[src/rtl/aal5_seg_pkg.sv]
`timescale 1ns/1ps
package aal5_seg_pkg;

   localparam int CELL_BYTES = 48;
   localparam int TRL_BYTES  = 8;
   localparam int TRL_START  = CELL_BYTES - TRL_BYTES;
   localparam int POS_W      = $clog2(CELL_BYTES);

   typedef enum logic [1:0] {
      ST_FILL  = 2'd0,
      ST_TAIL  = 2'd1,
      ST_DRAIN = 2'd2,
      ST_FLUSH = 2'd3
   } seg_state_t;

   // one byte through a left-shifting CRC-32 register
   function automatic logic [31:0] crc32_msb_byte(input logic [31:0] cur,
                                                  input logic [7:0]  din,
                                                  input logic [31:0] poly);
      logic [31:0] r;
      r = cur ^ {din, 24'h000000};
      for (int i = 0; i < 8; i++) begin
         r = r[31] ? ((r << 1) ^ poly) : (r << 1);
      end
      return r;
   endfunction

endpackage

[src/rtl/aal5_crc32.sv]
`timescale 1ns/1ps
module aal5_crc32
   import aal5_seg_pkg::*;
#(
   parameter logic [31:0] POLY = 32'h04C11DB7,
   parameter logic [31:0] SEED = 32'hFFFFFFFF
)(
   input  logic        clk,
   input  logic        rst_n,
   input  logic        en,
   input  logic        restart,
   input  logic [7:0]  din,
   output logic [31:0] rem
);

   logic [31:0] rem_q;
   logic [31:0] base;

   assign base = restart ? SEED : rem_q;

   always_ff @(posedge clk or negedge rst_n) begin
      if (!rst_n) begin
         rem_q <= SEED;
      end else if (en) begin
         rem_q <= crc32_msb_byte(base, din, POLY);
      end else if (restart) begin
         rem_q <= SEED;
      end
   end

   assign rem = rem_q;

endmodule

[src/rtl/aal5_cell_buf.sv]
`timescale 1ns/1ps
module aal5_cell_buf #(
   parameter int BYTES = 48,
   parameter int DW    = 8,
   localparam int AW   = $clog2(BYTES)
)(
   input  logic          clk,
   input  logic          we,
   input  logic [AW-1:0] waddr,
   input  logic [DW-1:0] wdata,
   input  logic [AW-1:0] raddr,
   output logic [DW-1:0] rdata
);

   logic [DW-1:0] slot [BYTES];

   always_ff @(posedge clk) begin
      if (we) begin
         slot[waddr] <= wdata;
      end
   end

   assign rdata = slot[raddr];

endmodule

[src/rtl/aal5_segmenter.sv]
`timescale 1ns/1ps
module aal5_segmenter
   import aal5_seg_pkg::*;
#(
   parameter int          MAX_PDU  = 65535,
   parameter logic [31:0] CRC_POLY = 32'h04C11DB7,
   localparam int         CNT_W    = $clog2(MAX_PDU + 1)
)(
   input  logic       clk,
   input  logic       rst_n,
   input  logic       in_valid,
   output logic       in_ready,
   input  logic [7:0] in_data,
   input  logic       in_first,
   input  logic       in_last,
   output logic       out_valid,
   input  logic       out_ready,
   output logic [7:0] out_data,
   output logic       out_sol,
   output logic       out_eol,
   output logic       out_eop,
   output logic       err_oversize
);

   localparam logic [POS_W-1:0] LAST_POS = POS_W'(CELL_BYTES - 1);
   localparam logic [POS_W-1:0] TRL_POS  = POS_W'(TRL_START);

   // elaboration-time parameter checks
   if (MAX_PDU < 1 || MAX_PDU > 65535) begin : g_bad_max
      $error("MAX_PDU must lie in 1..65535 to fit the 16-bit length field");
   end
   if (TRL_START % 8 != 0) begin : g_bad_trl
      $error("trailer start must be a multiple of 8 for the slot index decode");
   end

   seg_state_t        state_q, state_d;
   logic [POS_W-1:0]  pos_q, pos_d;
   logic [POS_W-1:0]  rd_q, rd_d;
   logic [CNT_W-1:0]  cnt_q, cnt_d;
   logic              trl_ok_q, trl_ok_d;
   logic              eop_q, eop_d;
   logic              ret_tail_q, ret_tail_d;
   logic              err_q, err_d;

   logic              fill_st, acc, over;
   logic [POS_W-1:0]  wpos;
   logic [CNT_W-1:0]  base_cnt;
   logic              wr_full;
   logic              in_trl, crc_slot;
   logic [2:0]        tidx;
   logic [15:0]       len16;
   logic [7:0]        tail_byte;
   logic              buf_we;
   logic [7:0]        buf_wdata;
   logic [7:0]        buf_rdata;
   logic              crc_en, crc_restart;
   logic [31:0]       crc_rem;

   // input side decode
   assign fill_st  = (state_q == ST_FILL);
   assign in_ready = fill_st || (state_q == ST_FLUSH);
   assign acc      = in_valid && in_ready;
   assign wpos     = (fill_st && in_first) ? '0 : pos_q;
   assign base_cnt = (fill_st && in_first) ? '0 : cnt_q;
   assign over     = (base_cnt == CNT_W'(MAX_PDU));
   assign wr_full  = (wpos == LAST_POS);

   // tail generation: fill until the trailer window, then 8 trailer slots
   assign in_trl   = trl_ok_q && (pos_q >= TRL_POS);
   assign tidx     = pos_q[2:0];
   assign crc_slot = in_trl && tidx[2];
   assign len16    = 16'(cnt_q);

   always_comb begin
      tail_byte = 8'h00;
      if (in_trl) begin
         case (tidx)
            3'd2:    tail_byte = len16[15:8];
            3'd3:    tail_byte = len16[7:0];
            3'd4:    tail_byte = ~crc_rem[31:24];
            3'd5:    tail_byte = ~crc_rem[23:16];
            3'd6:    tail_byte = ~crc_rem[15:8];
            3'd7:    tail_byte = ~crc_rem[7:0];
            default: tail_byte = 8'h00;
         endcase
      end
   end

   assign buf_we    = (fill_st && acc && !over) || (state_q == ST_TAIL);
   assign buf_wdata = (state_q == ST_TAIL) ? tail_byte : in_data;

   // next-state logic
   always_comb begin
      state_d     = state_q;
      pos_d       = pos_q;
      rd_d        = rd_q;
      cnt_d       = cnt_q;
      trl_ok_d    = trl_ok_q;
      eop_d       = eop_q;
      ret_tail_d  = ret_tail_q;
      err_d       = 1'b0;
      crc_en      = 1'b0;
      crc_restart = 1'b0;
      unique case (state_q)
         ST_FILL: begin
            if (acc) begin
               if (over) begin
                  pos_d       = '0;
                  cnt_d       = '0;
                  crc_restart = 1'b1;
                  if (in_last) err_d = 1'b1;
                  else         state_d = ST_FLUSH;
               end else begin
                  crc_en      = 1'b1;
                  crc_restart = in_first;
                  cnt_d       = base_cnt + 1'b1;
                  pos_d       = wr_full ? '0 : wpos + 1'b1;
                  if (in_last) trl_ok_d = wr_full || (wpos < TRL_POS);
                  if (wr_full) begin
                     state_d    = ST_DRAIN;
                     ret_tail_d = in_last;
                  end else if (in_last) begin
                     state_d = ST_TAIL;
                  end
               end
            end
         end
         ST_TAIL: begin
            crc_en = !crc_slot;
            pos_d  = (pos_q == LAST_POS) ? '0 : pos_q + 1'b1;
            if (pos_q == LAST_POS) begin
               state_d    = ST_DRAIN;
               eop_d      = in_trl;
               ret_tail_d = !in_trl;
               trl_ok_d   = 1'b1;
            end
         end
         ST_DRAIN: begin
            if (out_ready) begin
               if (rd_q == LAST_POS) begin
                  rd_d = '0;
                  if (eop_q) begin
                     state_d     = ST_FILL;
                     cnt_d       = '0;
                     eop_d       = 1'b0;
                     trl_ok_d    = 1'b0;
                     ret_tail_d  = 1'b0;
                     crc_restart = 1'b1;
                  end else begin
                     state_d = ret_tail_q ? ST_TAIL : ST_FILL;
                  end
               end else begin
                  rd_d = rd_q + 1'b1;
               end
            end
         end
         ST_FLUSH: begin
            if (acc && in_last) begin
               err_d   = 1'b1;
               state_d = ST_FILL;
            end
         end
         default: state_d = ST_FILL;
      endcase
   end

   always_ff @(posedge clk or negedge rst_n) begin
      if (!rst_n) begin
         state_q    <= ST_FILL;
         pos_q      <= '0;
         rd_q       <= '0;
         cnt_q      <= '0;
         trl_ok_q   <= 1'b0;
         eop_q      <= 1'b0;
         ret_tail_q <= 1'b0;
         err_q      <= 1'b0;
      end else begin
         state_q    <= state_d;
         pos_q      <= pos_d;
         rd_q       <= rd_d;
         cnt_q      <= cnt_d;
         trl_ok_q   <= trl_ok_d;
         eop_q      <= eop_d;
         ret_tail_q <= ret_tail_d;
         err_q      <= err_d;
      end
   end

   aal5_crc32 #(
      .POLY (CRC_POLY),
      .SEED (32'hFFFFFFFF)
   ) u_crc (
      .clk     (clk),
      .rst_n   (rst_n),
      .en      (crc_en),
      .restart (crc_restart),
      .din     (buf_wdata),
      .rem     (crc_rem)
   );

   aal5_cell_buf #(
      .BYTES (CELL_BYTES),
      .DW    (8)
   ) u_buf (
      .clk   (clk),
      .we    (buf_we),
      .waddr (wpos),
      .wdata (buf_wdata),
      .raddr (rd_q),
      .rdata (buf_rdata)
   );

   // output side
   assign out_valid    = (state_q == ST_DRAIN);
   assign out_data     = buf_rdata;
   assign out_sol      = out_valid && (rd_q == '0);
   assign out_eol      = out_valid && (rd_q == LAST_POS);
   assign out_eop      = out_valid && eop_q;
   assign err_oversize = err_q;

endmodule

[config.mk]
export PLATFORM = sky130hd
export DESIGN_NAME = aal5_segmenter
export DESIGN_NICKNAME = d
export VERILOG_FILES = /design/src/rtl/aal5_seg_pkg.sv /design/src/rtl/aal5_crc32.sv /design/src/rtl/aal5_cell_buf.sv /design/src/rtl/aal5_segmenter.sv
export SDC_FILE = /design/constraint.sdc
export NUM_CORES = 1
export LEC_CHECK = 0
export BUFFER_PORTS_ARGS = -buffer_cell sky130_fd_sc_hd__buf_2
export CAP_MARGIN = 40
export CORE_MARGIN = 5
export CORE_UTILIZATION = 50
export CTS_BUF_LIST = sky130_fd_sc_hd__clkbuf_4 sky130_fd_sc_hd__clkbuf_8 sky130_fd_sc_hd__clkbuf_16
export CTS_CLUSTER_SIZE = 14
export DETAILED_ROUTE_END_ITERATION = 7
export GPL_TIMING_DRIVEN = 1
export PLACE_DENSITY = 0.76
export REMOVE_ABC_BUFFERS = 1
export SLEW_MARGIN = 20
export SYNTH_ARGS = -nofsm -noshare
export SYNTH_HDL_FRONTEND = slang
export SYNTH_SLANG_ARGS = --single-unit
[constraint.sdc]
create_clock -name clk -period 7.2 [get_ports clk]
set_input_delay 0.72 -clock clk [delete_from_list [all_inputs] [get_ports clk]]
set_output_delay 0.72 -clock clk [all_outputs]
set_load 0.05 [all_outputs]
==> run_results.csv, run 1 <==
group,metric,value,unit
die,die_w,209.4,um
detailed_routing,drcViolationCount,0,
critical_path,setup.worst_path.start_class,"register",
logic_synthesis,synthTopCellsByArea,"edfxtp_1 58%, mux4_2 14%, dfrtp_1 4.3%",
grt,grt_pass1_wl,67760,um
grt,grt_start_max_net_pins,62,
clock_network,numCtsBuffers,45,
grt,grt_remaining_overflow,0,
clock_network,root_buffer,"clkbuf_16",
layout,fin_nets,1278,
sta,finalSetupViolations,0,
detailed_routing,final_antenna_net_count,0,
logic_synthesis,yosysSeqAreaShare,66.54,%
sta,drv_slew,0,
sta,layout_worst_path_cycle_share,68.65,%
critical_path,r2r-start,"state_q[0]",
pwr,powerDensity,483.6,nW/um^2
layout,areaGrowthSynthToFinish,11.63,%
critical_path,end_kind,"register",
clock_network,insertion_delay,0.57,ns
critical_path,ff2ff_path_depth,12,
die,ios,28,
detailed_routing,wl_per_cell,24.33,um
logic_synthesis,ys_types,66,
worst_hold_path,min_path_type,"in2async",
clock_network,htree_levels,2,
placement,dp_hpwl,27720,um
sta,rsz0062_at_grt,"no",
grt,antenna_found_initial,0,
detailed_routing,drtIter0Drc,1268,
critical_path,critPathMaxFanout,26,
logic_synthesis,async_reset_ff_share,14.67,%
die,die_y,209.4,um
logic_synthesis,synth_top_area_share,58.03,%
sta,slew_headroom,42.36,%
detailed_routing,firstDrtPassIters,6,
flow_run,maxCapViolCount,0,
placement,place_area,20710,um^2
detailed_routing,vias,11060,
placement,io_buffers,27,
clock_network,ctsHoldBuffers,0,
layout,antenna_cells,0,
detailed_routing,wirelength,43930,um
die,die_area,43830,um^2
clock_network,post_cts.repair.setup_buffers,0,
logic_synthesis,yosysTopAreaCell,"edfxtp_1",
logic_synthesis,synth_ff_type,"edfxtp_1",
logic_synthesis,yosys_register_bits,450,
sta,hold_ws,0.4118,ns
critical_path,crit_end,"u_buf.slot[38][6]",
pwr,p_leak,7.293,nW
critical_path,crit_type,"reg2reg",
die,coreArea,39550,um^2
clock_network,tritoncts,"built",
critical_path,regToRegEndpoint,"u_buf.slot[38][6]",
clock_network,cts.sinks,450,
logic_synthesis,syn_inst,1216,
layout,drive_above_1_share,24.36,%
grt,grt.total_usage,20.13,%
logic_synthesis,synth_enable_flop_cells,384,
run_status,status,"completed",
sta,fin_crit,4.943,ns
sta,tightestPinTransition,0.8646,ns
sta,max_freq,0.2023,GHz
critical_path,arrival,5.14,ns
clock_network,ctsResizeCount,0,
critical_path,worstPathRequired,7.40,ns
logic_synthesis,syn_area,19870,um^2
grt,grt_pass1_vias,11110,
sta,skew,0.01961,ns
sta,finalHoldViolCount,0,
critical_path,cp-startpoint,"state_q[0]",
layout,final_util,56.09,%
layout,postLayoutCellArea,22180,um^2
clock_network,ctsLongestPathBuffers,3,
sta,setup-tns-final,0,ns
clock_network,path_clk_slew,0.06,ns
die,rows,73,
pwr,p_total,10.73,mW
logic_synthesis,yosys_warnings,0,
placement,place_congestion,0.8800,
logic_synthesis,syn_avg_cell_area,16.34,um^2
pwr,vdd_drop_max,0.7831,mV
die,start_util,50.25,%
detailed_routing,via_per_inst,6.121,
critical_path,rrSetupSlack,2.26,ns
-- stage by stage --
step | setup slack [ns] | std cells
detailed placement | 2.302 | 1724
floorplan | 0.6491 | 1150
finish | 2.257 | 1806
global placement | 2.570 | 1720
CTS | 2.286 | 1803
global route | 1.900 | 1806
-- synthesized netlist by cell type (3+ instances only) --
cell,instances
xnor3_1,5
nor2b_1,10
edfxtp_1,384
or2_2,3
mux4_2,120
dfstp_2,32
xor2_2,3
mux2i_1,9
and2_1,6
nor3_1,30
xnor2_1,31
buf_2,7
a22o_1,7
o31ai_1,6
or3_1,5
a221o_1,5
mux2_2,4
buf_1,15
nand3_1,25
a221oi_1,4
o221ai_1,3
xor2_1,17
nor2_1,118
a31oi_1,3
o21ai_0,56
o211a_1,3
o22a_1,5
and3_1,6
nand4_1,4
nand2b_1,16
nand2_1,58
a211oi_1,12
a21oi_1,36
inv_1,20
ha_1,15
nor4_1,5
dfrtp_1,34
clkbuf_1,43
nand3b_1,3
o22ai_1,3
xnor2_2,6
o2bb2ai_1,6
-- area by class of cell --
class                           count  area (um^2)
Inverter                           20        75.07
Clock inverter                     19        153.9
Timing Repair Buffer               52        387.9
Multi-Input combinational cell    680         6402
Sequential cell                   450        13230
Fill cell                        2944        17370
Clock buffer                       60         1275
Tap cell                          525        656.9
-- routing by layer --
layer | up-vias | wire (um) | GRT usage, %
met4 | 0 | 1056 | 5.423
met5 | - | 0 | 0
met1 | 5627 | 17350 | 27.45
met3 | 72 | 3649 | 5.007
li1 | 4832 | - | -
met2 | 524 | 21870 | 32.86
-- cell families after synthesis --
group	synth area share, %
xor+xnor	3.816
buf+inv	1.706
simple gates	6.920
mux	14.28
fa+ha+maj	0.9445
compound gates	5.793
flops	66.54
-- worst min path at each step --
stage	start	endpoint	depth (start not counted)
floorplan	rst_n	cnt_q[0]	0
global placement	ret_tail_q	ret_tail_q	1
detailed placement	ret_tail_q	ret_tail_q	1
CTS	rst_n	u_crc.rem[7]	2
global route	rst_n	u_crc.rem[18]	2
finish	rst_n	u_crc.rem[13]	2
-- state kept, by name, summed over array words and instances (netlist names), 2 cells and up --
signal      cells
cnt_q          16
pos_q           6
rd_q            6
state_q         2
u_buf.slot    384
u_crc.rem      32
-- power breakdown --
| group | total [mW] | switching (mW) | internal (mW) |
|---|---|---|---|
| clock network | 2.23 | 0.944 | 1.28 |
| registers | 3.78 | 0.341 | 3.44 |
| logic | 4.72 | 2.72 | 2.00 |
-- critical path: stages, from the launching register on --
cell,delay (ns)
dfrtp_1,0.40
inv_1,0.13
ha_1,0.43
nand2_1,0.61
and2_1,0.40
ha_1,0.23
nor3b_1,0.17
nand2_1,0.20
or3_1,0.19
a31oi_1,0.29
nor2_1,0.23
nand4_1,0.45
nor2_1,0.82
-- cell usage in the layout, fill, tap and decap left out, types with 10 or more instances in the layout --
cell / instances
a211oi_1: 12
a21oi_1: 36
buf_2: 27
buf_4: 21
clkbuf_16: 46
clkbuf_4: 11
dfrtp_1: 31
dfstp_2: 32
edfxtp_1: 384
ha_1: 15
inv_1: 20
mux4_2: 120
nand2_1: 58
nand2b_1: 16
nand3_1: 25
nor2_1: 118
nor2b_1: 10
nor3_1: 29
o21ai_0: 56
xnor2_1: 31
xor2_1: 17
Power figures use the tool's default switching activity.
==> run 2, diff against run 1 <==
--- a/config.mk
+++ b/config.mk
@@ -13,7 +13,7 @@
 export CTS_CLUSTER_SIZE = 14
 export DETAILED_ROUTE_END_ITERATION = 7
 export GPL_TIMING_DRIVEN = 1
-export PLACE_DENSITY = 0.76
+export PLACE_DENSITY = 0.78
 export REMOVE_ABC_BUFFERS = 1
 export SLEW_MARGIN = 20
 export SYNTH_ARGS = -nofsm -noshare
==> constraint.sdc (replaced) <==
create_clock -name clk -period 4.3 [get_ports clk]
set_input_delay 0.43 -clock clk [delete_from_list [all_inputs] [get_ports clk]]
set_output_delay 0.43 -clock clk [all_outputs]
set_load 0.05 [all_outputs]
==> run 2 against run 1 <==
Compared with the run above: clock-buffer cell count is 6 higher; total power grew 72%; die area is the same; combinational power rose by 73%; critical path depth is 6 lower; register-to-register slack got worse by 1.8 ns.
==> run_results.csv, run 2 (synthesis results as in run 1) <==
group,metric,value,unit
die,die_w,209.4,um
layout,fin_nets,1298,
layout,layout_commonest_cell,"edfxtp_1",
die,rows,73,
sta,max_freq,0.2510,GHz
layout,multi_input_area,6397,um^2
critical_path,arrival,3.55,ns
grt,antenna_found_initial,1,
layout,regMostFlops,"u_buf.slot",
clock_network,ctsHoldBuffers,0,
layout,drive_above_1_share,25.98,%
die,die_y,209.4,um
detailed_routing,final_antenna_net_count,0,
clock_network,post_cts.repair.setup_buffers,0,
sta,layout_worst_path_cycle_share,92.67,%
layout,antenna_cells,0,
detailed_routing,wl_per_cell,25.63,um
pwr,p_total,18.42,mW
detailed_routing,vias,11430,
pwr,p_leak,7.446,nW
layout,postLayoutCellArea,22440,um^2
detailed_routing,firstDrtPassIters,7,
grt,grt_remaining_overflow,0,
sta,tightestPinTransition,0.8374,ns
layout,largest_register_ffs,384,
layout,n_fill_cell,2866,
grt,grt_pass1_wl,71100,um
sta,fin_crit,3.985,ns
detailed_routing,drtIter0Drc,1349,
pwr,vdd_drop_max,0.8815,mV
layout,areaGrowthSynthToFinish,12.92,%
critical_path,end_kind,"output pin",
sta,finalHoldViolCount,0,
pwr,powerDensity,820.9,nW/um^2
grt,grt_pass1_vias,11520,
layout,final_cell_mix,"384 x edfxtp_1, 120 x mux4_2, 118 x nor2_1, 58 x nand2_1, 56 x o21ai_0",
grt,grt.total_usage,21.14,%
worst_hold_path,min_path_type,"in2reg",
detailed_routing,drcViolationCount,0,
sta,skew,0.03181,ns
clock_network,insertion_delay,0.58,ns
clock_network,path_clk_slew,0.06,ns
critical_path,setup.worst_path.start_class,"register",
clock_network,htree_levels,2,
run_status,status,"completed",
critical_path,crit_type,"reg2out",
detailed_routing,wirelength,46910,um
sta,slew_headroom,43.97,%
flow_run,maxCapViolCount,0,
sta,drv_slew,0,
placement,dp_hpwl,28290,um
grt,grt_start_max_net_pins,100,
die,start_util,50.25,%
clock_network,root_buffer,"clkbuf_16",
placement,place_area,20810,um^2
clock_network,tritoncts,"built",
critical_path,critPathMaxFanout,98,
clock_network,ctsResizeCount,0,
layout,final_util,56.74,%
clock_network,cts.sinks,450,
die,ios,28,
die,coreArea,39550,um^2
clock_network,ctsLongestPathBuffers,3,
clock_network,numCtsBuffers,47,
sta,rsz0062_at_grt,"no",
sta,finalSetupViolations,0,
layout,regArea,13230,um^2
placement,io_buffers,27,
detailed_routing,via_per_inst,6.243,
placement,place_congestion,0.9160,
critical_path,worstPathRequired,3.87,ns
die,die_area,43830,um^2
[run 2: cell count changes in the layout (fill, tap and decap cells not counted), sizes merged]
cell	previous run	this run
clkbuf	60	66
buf	52	70
clkinvlp	1	3
clkinv	17	11
bufinv	1	3
inv	20	22
[run 2: worst max-delay path, stage by stage, from the launching register on]
cell     delay, ns
dfrtp_4       0.42
buf_12        0.56
mux4_2        0.65
mux4_2        0.54
mux2i_1       0.30
o21ai_0       0.13
buf_2         0.25
[run 2: final cells by class]
class	instances	share of cell area (%)
inverter	20	0.3346
tap	525	2.927
multi-input combinational	680	28.51
clock buffer	66	6.072
clock inverter	19	1.037
sequential	450	58.97
timing repair buffer	70	2.152
[run 2: path summary, 6_finish.rpt]
| path | from | endpoint | slack (ns) | cells after the start |
|---|---|---|---|---|
| min reg2reg | ret_tail_q | ret_tail_q | 0.50 | 1 |
| min in group asynchronous | rst_n | u_crc.rem[17] | 0.33 | 1 |
| min | in_last | err_oversize | 0.21 | 3 |
| max | rd_q[0] | out_data[3] | 0.32 | 6 |
| max in group asynchronous | rst_n | rd_q[0] | 3.40 | 2 |
| max reg2reg | state_q[0] | u_crc.rem[12] | 0.43 | 14 |
[run 2: stage by stage]
| stage | setup WS, ns | setup TNS, ns | hold slack, ns | cells |
|---|---|---|---|---|
| finish | 0.3153 | 0 | 0.2147 | 1830 |
| global route | 0.1707 | 0 | 0.2036 | 1830 |
| CTS | 0.2933 | 0 | 0.1789 | 1825 |
| detailed placement | 0.5083 | 0 | 0.4882 | 1740 |
| global placement | 0.6128 | 0 | 0.4933 | 1739 |
| floorplan | -2.251 | -112.83 | 0.1344 | 1150 |
[run 2: report_power, final]
group	internal, mW	switching, mW	leakage, nW
Sequential	5.76	0.375	4.28
Combinational	3.38	4.79	2.37
Clock	2.41	1.70	0.789
Total	11.6	6.86	7.45
[run 2: routing by layer]
metal | track usage [%] | part of all wire, %
met4 | 5.626 | 2.5
met1 | 28.89 | 38
met2 | 35.06 | 51
met5 | 0 | 0.015
met3 | 4.469 | 8.6
==> run 3, diff against run 2 <==
--- a/config.mk
+++ b/config.mk
@@ -10,11 +10,9 @@
 export CORE_MARGIN = 5
 export CORE_UTILIZATION = 50
 export CTS_BUF_LIST = sky130_fd_sc_hd__clkbuf_4 sky130_fd_sc_hd__clkbuf_8 sky130_fd_sc_hd__clkbuf_16
-export CTS_CLUSTER_SIZE = 14
 export DETAILED_ROUTE_END_ITERATION = 7
 export GPL_TIMING_DRIVEN = 1
 export PLACE_DENSITY = 0.78
-export REMOVE_ABC_BUFFERS = 1
 export SLEW_MARGIN = 20
 export SYNTH_ARGS = -nofsm -noshare
 export SYNTH_HDL_FRONTEND = slang
==> run 3 against run 2 <==
Compared with the run above: via count fell by 0.99%; die area did not move; register-to-register slack got worse by 0.20 ns; non-clock buffer count rose by 4; critical endpoint is now u_buf.slot[44][0]; fmax fell by 2.2%; hold slack improved by 0.014 ns; cell count fell by 0.22%; setup slack got worse by 0.089 ns; sequential power barely moved.
==> run_results.csv, run 3 (synthesis results as in run 1) <==
group,metric,value,unit
run_status,status,"completed",
layout,drive_above_1_share,25.37,%
layout,regMostFlops,"u_buf.slot",
clock_network,tritoncts,"built",
critical_path,worstPathRequired,4.51,ns
placement,place_congestion,0.9376,
pwr,swShare,37.47,%
grt,grt_remaining_overflow,0,
die,die_y,209.4,um
critical_path,cp-startpoint,"state_q[0]",
critical_path,arrival,4.28,ns
clock_network,numCtsBuffers,45,
sta,max_freq,0.2455,GHz
critical_path,ff2ff_path_depth,12,
pwr,vdd_drop_max,0.8945,mV
grt,antenna_found_initial,0,
sta,finalHoldViolCount,0,
detailed_routing,wirelength,45140,um
placement,place_area,20820,um^2
layout,final_cell_mix,"384 x edfxtp_1, 120 x mux4_2, 118 x nor2_1, 58 x nand2_1, 56 x o21ai_0",
detailed_routing,firstDrtPassIters,5,
pwr,intPower,11.28,mW
detailed_routing,vias,11310,
sta,rsz0062_at_grt,"yes",
critical_path,end_kind,"register",
detailed_routing,via_per_inst,6.195,
pwr,p_sw,6.759,mW
sta,slew_headroom,44.08,%
clock_network,root_buffer,"clkbuf_16",
pwr,pwr-share-clk,20.9,%
clock_network,path_clk_slew,0.06,ns
sta,layout_setup_ws,0.2263,ns
die,ios,28,
critical_path,regToRegEndpoint,"u_buf.slot[44][0]",
layout,fin_nets,1300,
pwr,p_seq_share,34.0,%
critical_path,critPathMaxFanout,12,
sta,layout_worst_path_cycle_share,94.74,%
placement,dp_hpwl,28550,um
flow_run,maxCapViolCount,0,
pwr,powerDensity,809.1,nW/um^2
sta,finalSetupViolations,0,
pwr,p_leak,7.383,nW
clock_network,cts.sinks,450,
detailed_routing,final_antenna_net_count,0,
layout,instances_no_fill,1826,
layout,antenna_cells,0,
grt,grt_start_max_net_pins,100,
sta,drv_slew,0,
clock_network,insertion_delay,0.58,ns
sta,hold_ws,0.2289,ns
sta,fin_crit,4.074,ns
placement,io_buffers,27,
placement,dp_cells,1740,
critical_path,setup.worst_path.start_class,"register",
grt,grt_pass1_vias,11460,
critical_path,crit_end,"u_buf.slot[44][0]",
die,coreArea,39550,um^2
grt,grt.total_usage,20.51,%
layout,layout_commonest_cell,"edfxtp_1",
clock_network,htree_levels,2,
grt,grt_pass1_wl,69980,um
layout,postLayoutCellArea,22290,um^2
die,start_util,50.25,%
clock_network,ctsResizeCount,0,
clock_network,ctsLongestPathBuffers,3,
layout,largest_register_ffs,384,
critical_path,r2r-start,"state_q[0]",
detailed_routing,drcViolationCount,0,
critical_path,rrSetupSlack,0.23,ns
die,rows,73,
sta,skew,0.02754,ns
worst_hold_path,min_path_type,"in2reg",
die,die_area,43830,um^2
die,die_w,209.4,um
placement,pre_cts_slack,0.3649,ns
detailed_routing,wl_per_cell,24.72,um
logic_synthesis,syn_nets,1245,
sta,tightestPinTransition,0.8358,ns
layout,areaGrowthSynthToFinish,12.18,%
critical_path,crit_type,"reg2reg",
layout,final_util,56.37,%
detailed_routing,drtIter0Drc,1143,
pwr,comb_power_share,45.1,%
run 3: cell count changes in the layout (fill, tap and decap cells not counted), sizes merged:
cell	change
dlygate4sd3	+1
clkbuf	-10
bufinv	-1
buf	+3
clkinv	+3
run 3: timing repair:
action / CTS / global route
hold endpoints to repair: 7 / 0
hold buffers: 1 / 0
endpoints found under the setup margin: 0 / 16
setup buffers: 0 / 0
run 3: per-layer routing:
| metal | global-route usage (%) | vias up | share of wire, % |
|---|---|---|---|
| met3 | 3.393 | 64 | 8.3 |
| met4 | 4.613 | 0 | 1.9 |
| met1 | 28.93 | 5795 | 40 |
| met2 | 34.19 | 573 | 50 |
| met5 | 0 | - | 0 |
| li1 | - | 4880 | - |
run 3: how the worst min path moves through the flow:
stage,startpoint,endpoint,slack (ns),depth (start not counted)
after global routing,in_last,err_oversize,0.21,3
after detailed placement,rst_n,cnt_q[15],0.44,1
after global placement,ret_tail_q,ret_tail_q,0.49,1
final,in_last,err_oversize,0.23,3
after floorplan,rst_n,cnt_q[0],0.13,0
after CTS,in_last,err_oversize,0.20,3
run 3: power by group through the flow:
stage          Clock, mW  Combinational [mW]  Sequential [mW]
2_1_floorplan          0                6.13             6.02
3_5_place_dp           0                8.06             6.22
4_1_cts             3.82                8.12             6.13
6_report            3.77                8.13             6.14
3_3_place_gp           0                7.85             6.19
5_1_grt             4.03                8.74             6.18
run 3: stage by stage:
stage               setup TNS, ns  power (mW)
floorplan                       0       12.15
global placement                0       14.03
detailed placement              0       14.28
CTS                             0       18.07
global route              -0.3437       18.94
finish                          0       18.04
run 3: final cells by class:
type                            instances  area (um^2)
Timing Repair Buffer                   74        533.0
Clock inverter                         21        183.9
Sequential cell                       450        13230
Clock buffer                           56         1215
Fill cell                            2905        17260
Multi-Input combinational cell        680         6397
Tap cell                              525        656.9
Inverter                               20        75.07
run 3: critical path, stage by stage (launching register included):
cell and delay (ns):
dfrtp_1 0.40, inv_1 0.13, ha_1 0.25, buf_4 0.18, and2_1 0.44, nor3b_1 0.17
nand2_1 0.19, or3_1 0.19, a31oi_1 0.13, buf_4 0.19, nor3_1 0.21, nand3_1 0.47
nor2_1 0.76
